**src/rtl/pft_pkg.sv**
```systemverilog
package pft_pkg;
  localparam int unsigned PFT_SYNC_STAGES = 2;
  typedef enum logic {LVL_LOW = 1'b0, LVL_HIGH = 1'b1} level_e;
endpackage

```
**src/rtl/pft_sync.sv**
```systemverilog
module pft_sync #(
  parameter int unsigned STAGES = pft_pkg::PFT_SYNC_STAGES
) (
  input  logic clk_i,
  input  logic rst_ni,
  input  logic d_i,
  output logic q_o
);
  logic [STAGES-1:0] chain_q;

  for (genvar g = 0; g < STAGES; g++) begin : g_stage
    if (g == 0) begin : g_first
      always_ff @(posedge clk_i or negedge rst_ni)
        if (!rst_ni) chain_q[0] <= 1'b0;
        else         chain_q[0] <= d_i;
    end else begin : g_next
      always_ff @(posedge clk_i or negedge rst_ni)
        if (!rst_ni) chain_q[g] <= 1'b0;
        else         chain_q[g] <= chain_q[g-1];
    end
  end

  assign q_o = chain_q[STAGES-1];
endmodule

```
**src/rtl/pft_level.sv**
```systemverilog
module pft_level (
  input  logic clk_i,
  input  logic rst_ni,
  input  logic sig_s_i,
  input  logic pol_i,
  output logic valid_o,
  output logic rise_o
);
  logic valid_q;

  assign valid_o = (sig_s_i == pol_i);
  assign rise_o  = valid_o & ~valid_q;

  always_ff @(posedge clk_i or negedge rst_ni)
    if (!rst_ni) valid_q <= 1'b0;
    else         valid_q <= valid_o;
endmodule

```
**src/rtl/pft_core.sv**
```systemverilog
module pft_core #(
  parameter int unsigned CNT_W = 16
) (
  input  logic             clk_i,
  input  logic             rst_ni,
  input  logic             cfg_we_i,
  input  logic             cfg_en_i,
  input  logic             cfg_pol_i,
  input  logic [CNT_W-1:0] cfg_init_i,
  input  logic             tick_i,
  input  logic             valid_i,
  input  logic             rise_i,
  output logic             pol_o,
  output logic             en_o,
  output logic [CNT_W-1:0] count_o,
  output logic             irq_o
);
  localparam logic [CNT_W-1:0] CNT_ZERO = '0;
  localparam logic [CNT_W-1:0] CNT_ONE  = CNT_W'(1);

  logic             en_q, pol_q, irq_q;
  logic [CNT_W-1:0] init_q, cnt_q;
  logic             step, at_zero;

  assign at_zero = (cnt_q == CNT_ZERO);
  assign step    = en_q & valid_i & ~rise_i & tick_i;

  always_ff @(posedge clk_i or negedge rst_ni) begin
    if (!rst_ni) begin
      en_q   <= 1'b0;
      pol_q  <= pft_pkg::LVL_HIGH;
      init_q <= CNT_ZERO;
      cnt_q  <= CNT_ZERO;
      irq_q  <= 1'b0;
    end else begin
      irq_q <= 1'b0;
      if (cfg_we_i) begin
        en_q   <= cfg_en_i;
        pol_q  <= cfg_pol_i;
        init_q <= cfg_init_i;
        if (cfg_en_i) cnt_q <= cfg_init_i;
      end else if (en_q && rise_i) begin
        cnt_q <= init_q;
      end else if (step) begin
        if (at_zero) begin
          irq_q <= 1'b1;
          en_q  <= 1'b0;
        end else begin
          cnt_q <= cnt_q - CNT_ONE;
        end
      end
    end
  end

  assign pol_o   = pol_q;
  assign en_o    = en_q;
  assign count_o = cnt_q;
  assign irq_o   = irq_q;

  assert_load_R2: assert property (@(posedge clk_i) disable iff (!rst_ni)
    cfg_we_i && cfg_en_i |=> en_q && cnt_q == $past(cfg_init_i));
  assert_step_R3: assert property (@(posedge clk_i) disable iff (!rst_ni)
    !cfg_we_i && en_q && valid_i && !rise_i && tick_i && !at_zero
    |=> cnt_q == $past(cnt_q) - CNT_ONE);
  assert_freeze_R4: assert property (@(posedge clk_i) disable iff (!rst_ni)
    !cfg_we_i && en_q && !valid_i |=> $stable(cnt_q) && !irq_q);
  assert_reload_R5: assert property (@(posedge clk_i) disable iff (!rst_ni)
    !cfg_we_i && en_q && rise_i |=> cnt_q == $past(init_q));
  assert_irq_pulse_R6: assert property (@(posedge clk_i) disable iff (!rst_ni)
    irq_q |=> !irq_q);
  assert_irq_stop_R6: assert property (@(posedge clk_i) disable iff (!rst_ni)
    irq_q |-> !en_q && at_zero);
  assert_idle_R8: assert property (@(posedge clk_i) disable iff (!rst_ni)
    !cfg_we_i && !en_q |=> $stable(cnt_q) && !irq_q && !en_q);
endmodule

```
**src/rtl/persist_filter_timer.sv**
```systemverilog
module persist_filter_timer #(
  parameter int unsigned CNT_W       = 16,
  parameter int unsigned SYNC_STAGES = pft_pkg::PFT_SYNC_STAGES
) (
  input  logic             clk_i,
  input  logic             rst_ni,
  input  logic             cfg_we_i,
  input  logic             cfg_en_i,
  input  logic             cfg_pol_i,
  input  logic [CNT_W-1:0] cfg_init_i,
  input  logic             cnt_tick_i,
  input  logic             sig_i,
  output logic             en_o,
  output logic [CNT_W-1:0] count_o,
  output logic             irq_o
);
  logic sig_s, pol, valid, rise;

  pft_sync #(.STAGES(SYNC_STAGES)) u_sync (
    .clk_i (clk_i),
    .rst_ni(rst_ni),
    .d_i   (sig_i),
    .q_o   (sig_s)
  );

  pft_level u_level (
    .clk_i  (clk_i),
    .rst_ni (rst_ni),
    .sig_s_i(sig_s),
    .pol_i  (pol),
    .valid_o(valid),
    .rise_o (rise)
  );

  pft_core #(.CNT_W(CNT_W)) u_core (
    .clk_i     (clk_i),
    .rst_ni    (rst_ni),
    .cfg_we_i  (cfg_we_i),
    .cfg_en_i  (cfg_en_i),
    .cfg_pol_i (cfg_pol_i),
    .cfg_init_i(cfg_init_i),
    .tick_i    (cnt_tick_i),
    .valid_i   (valid),
    .rise_i    (rise),
    .pol_o     (pol),
    .en_o      (en_o),
    .count_o   (count_o),
    .irq_o     (irq_o)
  );
endmodule

```
**config.mk**
```make
export PLATFORM = sky130hd
export DESIGN_NAME = persist_filter_timer
export DESIGN_NICKNAME = d
export VERILOG_FILES = /design/src/rtl/pft_pkg.sv /design/src/rtl/pft_sync.sv /design/src/rtl/pft_level.sv /design/src/rtl/pft_core.sv /design/src/rtl/persist_filter_timer.sv
export SDC_FILE = /design/constraint.sdc
export NUM_CORES = 1
export LEC_CHECK = 0
export ABC_AREA = 0
export ABC_CLOCK_PERIOD_IN_PS = 2700
export BUFFER_PORTS_ARGS = -buffer_cell sky130_fd_sc_hd__buf_2
export CORE_MARGIN = 3
export CORE_UTILIZATION = 54
export CTS_CLUSTER_SIZE = 25
export DETAILED_ROUTE_END_ITERATION = 8
export HOLD_SLACK_MARGIN = 0.1
export PLACE_DENSITY = 0.78
export RECOVER_POWER = 50
export SYNTH_ARGS = -nofsm -noshare
export SYNTH_HDL_FRONTEND = slang
export SYNTH_SLANG_ARGS = --single-unit
```
**constraint.sdc**
```tcl
create_clock -name clk_i -period 2.7 [get_ports clk_i]
set_input_delay 0.675 -clock clk_i [delete_from_list [all_inputs] [get_ports clk_i]]
set_output_delay 0.675 -clock clk_i [all_outputs]
set_load 0.1 [all_outputs]
```
## Word level (Yosys, flattened, before mapping)

Cells that the tools add are included.

| storage, ports and cells | value |
|---|---|
| bits in registers | 38 |
| output and inout port bits | 18 |
| word-level logic and storage cells | 39 |

| cells by class | value |
|---|---|
| add/sub/neg operators | 1 |
| eq/ne operators | 4 |
| muxes and demuxes | 13 |
| bitwise operators | 6 |
| reductions and logical operators | 7 |

Operators with widths:

| operator | count |
|---|---|
| two-way mux 16 bit | 5 |
| logical NOT 16 bit | 1 |
| subtractor 16 x 1 -> 16 bit (second input constant) | 1 |
| two-way mux 1 bit | 8 |
| AND reduction 3 bit | 2 |
| AND 1 bit | 4 |
| nonzero test 2 bit | 2 |
| != test 3 bit (second input constant) | 1 |
| nonzero test 3 bit | 1 |
| != test 2 x 1 -> 1 bit (second input constant) | 1 |
| != test 2 bit (second input constant) | 1 |
| NOT 1 bit | 2 |
| == test 1 bit | 1 |
| logical AND 1 bit | 1 |

## Logic depth before layout (Yosys ltp)

Gate-level depths: netlist of run 1.

| depth | value |
|---|---|
| depth in word-level cells | 8 |
| mapped depth | 7 |
| mapped depth without buffers | 7 |

## Modules after synthesis

A second synthesis of run 1 with hierarchy kept.

| second synthesis, totals | value |
|---|---|
| cell total of the unflattened synthesis | 213 |
| area, all modules | 2130.8 µm² |

Modules (own cells, without submodules):

| module | times used | cells each | area an instance (µm²) |
|---|---|---|---|
| pft_core | 1 | 208 | 2038.2 |
| pft_sync | 1 | 2 | 50.0 |
| pft_level | 1 | 3 | 42.5 |

## Worst setup path after synthesis of run 1

No wires, ideal clock.

| timing path | value |
|---|---|
| path kind | register to register |
| from | reg u_core.cnt_q[1] (netlist: u_core.count_o[1]) |
| to | reg u_core.cnt_q[14] (netlist: u_core.count_o[14]) |
| setup time | 122 ps |
| arrival | 2603 ps |
| data required time | 2578 ps |
| slack | -25 ps |
| stages on the path, launching flop included | 7 |
| path buffers | 0 |
| path through | dfrtp_1 inv_1 ha_1 or3b_2 nor4_4 or3b_1 a32o_1 |

| between the ends | value |
|---|---|
| cells in the longest elaborated chain, start to end | 5 |
| elaborated cells between the ends (all ways) | 8 |
| classes of those cells | 1 x add/sub; 1 x eq/ne; 4 x mux; 2 x reduce/logical |

Ends and longest elaborated chain:

| item | line | RTL |
|---|---|---|
| from (decl) | pft_core.sv:22 | `logic [CNT_W-1:0] init_q, cnt_q;` |
| from (signal assigned) | pft_core.sv:41 | `if (cfg_en_i) cnt_q <= cfg_init_i;` |
| from (signal assigned) | pft_core.sv:43 | `cnt_q <= init_q;` |
| from (signal assigned) | pft_core.sv:49 | `cnt_q <= cnt_q - CNT_ONE;` |
| subtractor 16 x 1 -> 16 bit | pft_core.sv:49 |  |
| two-way mux 16 bit | pft_core.sv:45 | `if (at_zero) begin` |
| two-way mux 16 bit | pft_core.sv:44 | `end else if (step) begin` |
| two-way mux 16 bit | pft_core.sv:42 | `end else if (en_q && rise_i) begin` |
| two-way mux 16 bit | pft_core.sv:37 | `if (cfg_we_i) begin` |

Parallel ways exist; a longest one is shown, timed or not. The select of a mux whose other input is x is not followed.
A chain may end at the register's enable or synchronous reset.

## Worst setup path in the final report of run 1

| timing path | value |
|---|---|
| from | in cfg_we_i |
| to | reg u_core.cnt_q[0] (netlist: u_core.count_o[0]) |

| between the ends | value |
|---|---|
| cells in the longest elaborated chain, start to end | 2 |
| elaborated cells between the ends (all ways) | 5 |
| classes of those cells | 2 x eq/ne; 1 x mux; 2 x reduce/logical |

Ends and longest elaborated chain:

| item | line | RTL |
|---|---|---|
| from (decl) | persist_filter_timer.sv:7 | `input logic cfg_we_i,` |
| != test 3 bit (no source line) (tied with other cells) | n/a |  |
| AND reduction 3 bit (no source line) | n/a |  |

Parallel ways exist; a longest one is shown, timed or not.

==> metrics.cfg, run 1 <==
[layout]
final_layout_size_suffix_gt1_frac = 0.289
synthToLayoutAreaGrowth_pct = 16.6
design_area_mm2 = 0.00240
antennaDiodeCount = 0
nFillCells = 306
nets = 277
regArea_um2 = 955
multiInputGateArea_mm2 = 0.00102

[place]
dp_hpwl_um = 3780
placed_area_mm2 = 0.00233
globalplace.congestion = 0.954
port_buffers = 40

[timing]
worstMarginPinSlew_ps = 1330
finalHoldViolations = 0
fin_crit_sh = 0.917
slew_headroom = 0.114
grt_setup_unrepaired = no
period_needed_ps = 2480
max_clock_freq_mhz = 404
setup_tns_ps = 0
maxSlewViolCount = 0
fin_skew_ps = 7.66
finalSetupViolCount = 0

[grt]
grt_util_all_layers = 0.248
antenna_found_initial = 0
grt_pass1_vias = 1673
grt_max_degree = 36
grt_overflow = 0
grt_pass1_wl_um = 8400

[logic_synthesis]
ys_ff_latch = 38
synth.distinct_cells = 53
syn_area_mm2 = 0.00206
synth-edff-count = 0
async_flop_share = 1.00
yosys.area.top_type = dfrtp_1
avgSynthCellArea_um2 = 9.87
synth_seq_area_share = 0.462
synth_flop_cell = dfrtp_1
syn_inst = 209
yosys.area.top_type_share = 0.449
synthTopCellsByArea = dfrtp_1 (45%), o21ai_0 (3.9%), mux2_2 (3.8%)
synth_nets = 233
yosys_warnings = 0

[detailed_routing]
remaining_drc_errors = 0
route.vias.total = 1897
via_per_inst = 6.34
wl_um = 5300
drtPass1Iterations = 4
antenna_left = 0
drt_iter0_drc = 200
post_drt_wl_per_cell_um = 17.7

[clocking]
ctsHoldBuffers = 0
clkTransAtPathRegs_ps = 70
clk_path_buf_depth = 2
clock_latency_ps = 290
numCtsBuffers = 5
clock-root-buffer = clkbuf_8
htree_levels = 2
post-cts-setup-buffers = 0
cts_tree = done
cts_resized = 0
clkSinkCount = 38

[pwr]
vdd_ir_drop_max_v = 0.000527
power.leakage_nw = 1.11
power_mw = 2.16
power.density_mw_per_mm2 = 898

[worst_setup_path]
worstPathArrival_ps = 2650
worstSetupEndpointType = flip-flop
worstPathRequired_ps = 2870
crit_path_start_kind = input port
r2r_slack_ps = 240
path_max_fanout = 35
crit_type = input port to flip-flop

[run]
drv_cap = 0

[floorplanning]
dieArea_mm2 = 0.00460
rows = 21
die_w_um = 67.8
io_pins = 41
die_h_um = 67.8
initial_core_util = 0.590
coreArea_mm2 = 0.00349

[hold_path]
holdCritPathClass = flip-flop to flip-flop

[status]
status = complete, no violations

[state kept, by name (all words and copies together) (netlist names)]
register	cells
u_core.init_q	16
u_core.pol_o	1
u_level.valid_q	1
u_core.count_o	16
u_core.en_o	1
u_sync.q_o	1
u_core.irq_o	1
u_sync.chain_q	1
[cell families (layout without fill, tap and decap cells)]
kind of cell,after synthesis,after routing,synth area share
mux,11,11,0.0601
simple gates,63,63,0.175
xor+xnor,1,1,0.00425
fa+ha+maj,1,1,0.00607
flops,38,38,0.462
compound gates,71,71,0.249
buf+inv,24,68,0.0437
[placed cells by master (no fill, tap or decap), types with 4 or more instances in the layout]
| cell | count |
|---|---|
| and3_1 | 5 |
| clkbuf_8 | 5 |
| o31ai_1 | 5 |
| a31oi_1 | 5 |
| buf_4 | 4 |
| dfrtp_1 | 35 |
| nand2_1 | 13 |
| nand3_1 | 8 |
| nor2_1 | 10 |
| inv_1 | 14 |
| mux2_2 | 7 |
| a21o_1 | 5 |
| buf_2 | 38 |
| nor2b_1 | 4 |
| a32o_1 | 6 |
| a21oi_1 | 10 |
| o21ai_0 | 16 |
[where the power goes]
| group | internal (mW) | switching (mW) |
|---|---|---|
| Sequential | 0.667 | 0.112 |
| Combinational | 0.224 | 0.788 |
| Clock | 0.173 | 0.194 |
| Total | 1.06 | 1.09 |
[path summary, 6_finish.rpt]
kind                                    from                 to  depth (start not counted)
max in group asynchronous             rst_ni  u_core.count_o[9]                          2
hold reg to reg            u_sync.chain_q[0]         u_sync.q_o                          0
setup / recovery                    cfg_we_i  u_core.count_o[0]                          6
setup reg to reg           u_core.count_o[0]  u_core.count_o[0]                          7
hold / removal             u_sync.chain_q[0]         u_sync.q_o                          0
min in group asynchronous             rst_ni  u_core.count_o[3]                          1
[layer usage]
layer	GRT usage	wire [um]
met2	0.377	2410
met3	0.0449	379
met5	0	0
met1	0.360	2450
met4	0.0744	59
[cells in the mapped netlist, types with 4 or more instances]
| library cell | number |
|---|---|
| nand2_1 | 13 |
| nand3_1 | 8 |
| dfrtp_1 | 37 |
| a21oi_1 | 10 |
| o21ai_0 | 16 |
| a32o_1 | 6 |
| mux2_2 | 7 |
| inv_1 | 14 |
| and3_1 | 5 |
| a21o_1 | 5 |
| clkbuf_1 | 8 |
| o31ai_1 | 5 |
| nor2_1 | 10 |
| a31oi_1 | 5 |
| nor2b_1 | 4 |
[cell type report]
cell class	count	share of cell area
clock buffer	5	0.0286
clock inverter	2	0.00416
inverter	15	0.0234
multi-input combinational	147	0.424
sequential	38	0.397
tap	46	0.0239
timing repair buffer	46	0.0984
[through the flow]
| step | setup slack (ps) | utilization | instances | hold slack (ps) |
|---|---|---|---|---|
| final | 224 | 0.688 | 299 | 362 |
| after global routing | 50.9 | 0.688 | 299 | 365 |
| after CTS | 261 | 0.690 | 299 | 365 |
| after detailed placement | 267 | 0.668 | 292 | 350 |
| after global placement | 333 | 0.668 | 292 | 336 |
| after floorplan | 69.7 | - | 209 | 331 |
[critical path, cell delays in order]
cell and delay [ps]:
clkbuf_1 470, clkbuf_2 640, a21oi_1 170, buf_4 240, nand2_4 140, mux2_4 310
Note: power is estimated with default switching activity, not from simulation.
==> run 2: changes to the inputs <==
- ABC_CLOCK_PERIOD_IN_PS: 2700 -> 2500
- CORE_ASPECT_RATIO: not set -> 0.8
- CORE_UTILIZATION: 54 -> 55
- PLACE_DENSITY: 0.78 -> 0.79
- SYNTH_HIERARCHICAL: not set -> 1
- clock period: 2.7 -> 2.5 ns (I/O delays scaled with it)
==> metrics.cfg, run 2 <==
[status]
status = finished with violations
violations = max-capacitance violations, max-slew violations

[layout]
design_area_mm2 = 0.00252
nets = 288
layout_common_cells = buf_2 (39), dfrtp_1 (37), nor2_1 (23)
stdcell_count = 307
antennaDiodeCount = 0
synthToLayoutAreaGrowth_pct = 18.4
final_common_cell = buf_2
final_layout_size_suffix_gt1_frac = 0.325

[clocking]
cts_tree = done
clkTransAtPathRegs_ps = 70
post-cts-setup-buffers = 0
clock_latency_ps = 290
clock-root-buffer = clkbuf_8
numCtsBuffers = 5
ctsHoldBuffers = 0
clk_path_buf_depth = 2
cts_resized = 0
clkSinkCount = 38
htree_levels = 2

[worst_setup_path]
worstPathRequired_ps = 2670
worstPathArrival_ps = 2520
crit_type = flip-flop to flip-flop
worstSetupEndpointType = flip-flop
path_max_fanout = 11
crit_path_start_kind = flip-flop

[grt]
grt_overflow = 0
antenna_found_initial = 0
grt_pass1_vias = 1646
grt_util_all_layers = 0.227
grt_pass1_wl_um = 7940
grt_max_degree = 41

[floorplanning]
io_pins = 41
coreArea_mm2 = 0.00357
die_w_um = 75.6
die_h_um = 61.7
rows = 19
initial_core_util = 0.598
dieArea_mm2 = 0.00466

[pwr]
power.density_mw_per_mm2 = 889
vdd_ir_drop_max_v = 0.000573
power.leakage_nw = 1.11
p_clk_frac = 0.194
pwr-share-comb = 0.441
power_mw = 2.24
switching_power_mw = 1.05
p_seq_frac = 0.365
power_switching_share = 0.470
p_int_mw = 1.19

[run]
drv_cap = 1

[timing]
slew_headroom = -0.332
maxSlewViolCount = 39
setup_tns_ps = 0
max_clock_freq_mhz = 425
worstMarginPinSlew_ps = 2000
finalSetupViolCount = 0
fin_crit_sh = 0.940
finalHoldViolations = 0
layout_setup_ws_ps = 149
grt_setup_unrepaired = no
fin_skew_ps = 7.52
period_needed_ps = 2350

[logic_synthesis]
synth_common_cells = dfrtp_1 (37), nor2_1 (23), nand2_1 (15), mux2_2 (14), a21oi_1 (13)
synth.most_common_cell = dfrtp_1
synth_nets = 237
synth.distinct_cells = 60
syn_area_mm2 = 0.00213
synth-edff-count = 0
synth_seq_area_share = 0.447
synthTopCellsByArea = dfrtp_1 (43%), mux2_2 (7.4%), nor2_1 (4.1%)
synth_flop_cell = dfrtp_1
syn_inst = 213
async_flop_share = 1.00
ys_ff_latch = 38
yosys.area.top_type = dfrtp_1
yosys.area.top_type_share = 0.435
avgSynthCellArea_um2 = 10.0
yosys_warnings = 6

[place]
globalplace.congestion = 0.832
placed_area_mm2 = 0.00243
place_inst = 299
port_buffers = 40
dp_hpwl_um = 3580
dpl_worst_slack_ps = 227

[detailed_routing]
drt_iter0_drc = 139
remaining_drc_errors = 0
antenna_left = 0
post_drt_wl_per_cell_um = 16.3
via_per_inst = 6.05
wl_um = 5010
route.vias.total = 1857
drtPass1Iterations = 5

[hold_path]
holdCritPathClass = flip-flop to flip-flop

-- run 2: worst paths after layout --
kind / startpoint / end / slack (ps) / cells past startpoint
worst max-delay path: u_core/pol_o / u_core/count_o[4] / 150 / 7
worst min-delay path: u_sync/chain_q[0] / u_sync/q_o / 360 / 0
worst max register to register: u_core/pol_o / u_core/count_o[4] / 150 / 7
worst min register to register: u_sync/chain_q[0] / u_sync/q_o / 360 / 0
max in group asynchronous: rst_ni / u_level/valid_q / 460 / 1
min in group asynchronous: rst_ni / u_core/init_q[7] / 890 / 1
-- run 2: cell type report --
type	instances	area, um2
sequential	38	952
multi-input combinational	157	1090
fill	297	1040
timing repair buffer	55	312
clock inverter	1	5.00
inverter	7	26.3
tap	42	52.6
clock buffer	7	86.3
-- run 2: logic make-up after synthesis --
kind of cell,Yosys count,share of synthesized area
muxes,15,0.0787
and+or+nand+nor,74,0.192
buffers and inverters,18,0.0423
DFF,38,0.447
AOI/OAI and AO/OA,61,0.210
adders and majority gates,1,0.00587
xor gates and xnor gates,6,0.0247
-- run 2: critical path, stage by stage, from the launching register on --
cell and delay (ps):
dfstp_1 540, xnor2_1 190, and2b_2 270, a21oi_1 80
nor2_1 280, o21ai_2 230, and2_1 330, a221o_1 320
-- run 2: stage by stage --
step,util,hold slack [ps]
after global routing,0.707,379
after detailed placement,0.682,343
after CTS,0.708,359
after floorplan,-,329
final,0.707,358
after global placement,0.682,334
-- run 2: power groups by stage --
stage / registers, mW / logic (mW) / clock network, mW
after detailed placement: 0.829 / 0.985 / 0
final: 0.818 / 0.988 / 0.436
after CTS: 0.817 / 0.988 / 0.442
after floorplan: 1.30 / 0.295 / 0
after global routing: 0.835 / 1.04 / 0.472
after global placement: 0.825 / 0.980 / 0
-- run 2: metal layers --
| layer | track usage | part of all wire |
|---|---|---|
| met5 | 0 | 0 |
| met4 | 0.0623 | 0.0096 |
| met3 | 0.0473 | 0.056 |
| met2 | 0.357 | 0.46 |
| met1 | 0.321 | 0.48 |
==> run 3: changes to the inputs <==
- CORE_UTILIZATION: 55 -> 57
- CTS_BUF_LIST: not set -> sky130_fd_sc_hd__clkbuf_8
- PLACE_DENSITY: 0.79 -> 0.82
==> metrics.cfg, run 3 (synthesized netlist as in run 2, its figures left out) <==
[pwr]
power_mw = 2.25
power.leakage_nw = 1.10
vdd_ir_drop_max_v = 0.000735
power.density_mw_per_mm2 = 894

[layout]
layout_common_cells = buf_2 (39), dfrtp_1 (37), nor2_1 (23)
antennaDiodeCount = 0
final_layout_size_suffix_gt1_frac = 0.318
final_common_cell = buf_2
synthToLayoutAreaGrowth_pct = 17.9
nets = 287

[worst_setup_path]
crit_type = input port to flip-flop
startpoint = cfg_we_i
worstSetupEndpointType = flip-flop
worstPathArrival_ps = 2550
worstPathRequired_ps = 2680
path_max_fanout = 16
crit_path_start_kind = input port
r2r-start = u_core/count_o[0]

[hold_path]
holdCritPathClass = flip-flop to flip-flop
hold_start = u_sync/chain_q[0]

[grt]
grt_pass1_vias = 1746
antenna_found_initial = 0
grt_pass1_wl_um = 8470
grt_util_all_layers = 0.251
grt_max_degree = 39
grt_overflow = 0

[place]
dp_hpwl_um = 3810
globalplace.congestion = 0.871
port_buffers = 40

[run]
drv_cap = 1

[timing]
fin_skew_ps = 3.50
slew_headroom = -0.339
finalHoldViolations = 0
setup_tns_ps = 0
max_clock_freq_mhz = 422
fin_crit_sh = 0.947
period_needed_ps = 2370
maxSlewViolCount = 39
grt_setup_unrepaired = no
finalSetupViolCount = 0
worstMarginPinSlew_ps = 2010

[clocking]
clock_latency_ps = 290
ctsHoldBuffers = 0
clkTransAtPathRegs_ps = 70
htree_levels = 2
cts_resized = 0
clkSinkCount = 38
post-cts-setup-buffers = 0
clk_path_buf_depth = 2
numCtsBuffers = 5
cts_tree = done
clock-root-buffer = clkbuf_8

[floorplanning]
initial_core_util = 0.606
io_pins = 41
die_h_um = 60.7
die_w_um = 74.4
rows = 19
coreArea_mm2 = 0.00352
dieArea_mm2 = 0.00451

[status]
status = finished with violations
violations = max-capacitance violations, max-slew violations

[detailed_routing]
wl_um = 5350
antenna_left = 0
via_per_inst = 6.25
drtPass1Iterations = 4
post_drt_wl_per_cell_um = 17.5
route.vias.total = 1912
drt_iter0_drc = 122
remaining_drc_errors = 0

-- run 3: cell types whose count changed in the layout (fill, tap and decap cells not counted) --
cell	before	now
buf_4	15	13
inv_1	7	8
-- run 3: final timing paths --
kind                                       to  slack (ps)  depth (start not counted)
min in group asynchronous    u_core/init_q[7]         900                          1
min reg2reg                        u_sync/q_o         350                          0
max reg2reg                u_core/count_o[11]         160                          7
min                                u_sync/q_o         350                          0
max in group asynchronous          u_sync/q_o         460                          1
max                         u_core/count_o[4]         130                          5
-- run 3: area by class of cell --
| class | count | area, um2 |
|---|---|---|
| multi-input cells | 157 | 1090 |
| fillers | 276 | 1010 |
| flip-flops and latches | 38 | 952 |
| repair buffers | 54 | 300 |
| clock buffers | 6 | 82.6 |
| well taps | 42 | 52.6 |
| inverters | 7 | 26.3 |
| clock inverters | 2 | 8.76 |
-- run 3: worst max-delay path, stage by stage --
cell      delay [ps]
buf_2             80
clkbuf_1         660
nand2_1          450
and2_1           390
a221o_1          340
-- run 3: report_power, final --
part / internal (mW) / switching, mW / total [mW] / leakage [nW]
clock network: 0.218 / 0.213 / 0.431 / 0.0524
registers: 0.711 / 0.119 / 0.829 / 0.448
logic: 0.249 / 0.736 / 0.985 / 0.601
-- run 3: routing by layer --
| metal | global-route usage | wire length, um | vias up |
|---|---|---|---|
| li1 | - | - | 889 |
| met1 | 0.348 | 2420 | 931 |
| met2 | 0.391 | 2460 | 84 |
| met3 | 0.0596 | 402 | 8 |
| met4 | 0.0863 | 66 | 0 |
| met5 | 0 | 0 | - |
-- run 3: metrics by stage --
step | hold WS [ps] | util | cells | cell area, um2 | setup WS, ps
4_1_cts | 358 | 0.715 | 306 | 2520 | 190
3_5_place_dp | 342 | 0.689 | 298 | 2420 | 216
5_1_grt | 371 | 0.714 | 306 | 2510 | 18.0
3_3_place_gp | 332 | 0.689 | 298 | 2420 | 343
2_1_floorplan | 329 | - | 213 | 2130 | 57.3
6_report | 353 | 0.714 | 306 | 2510 | 131
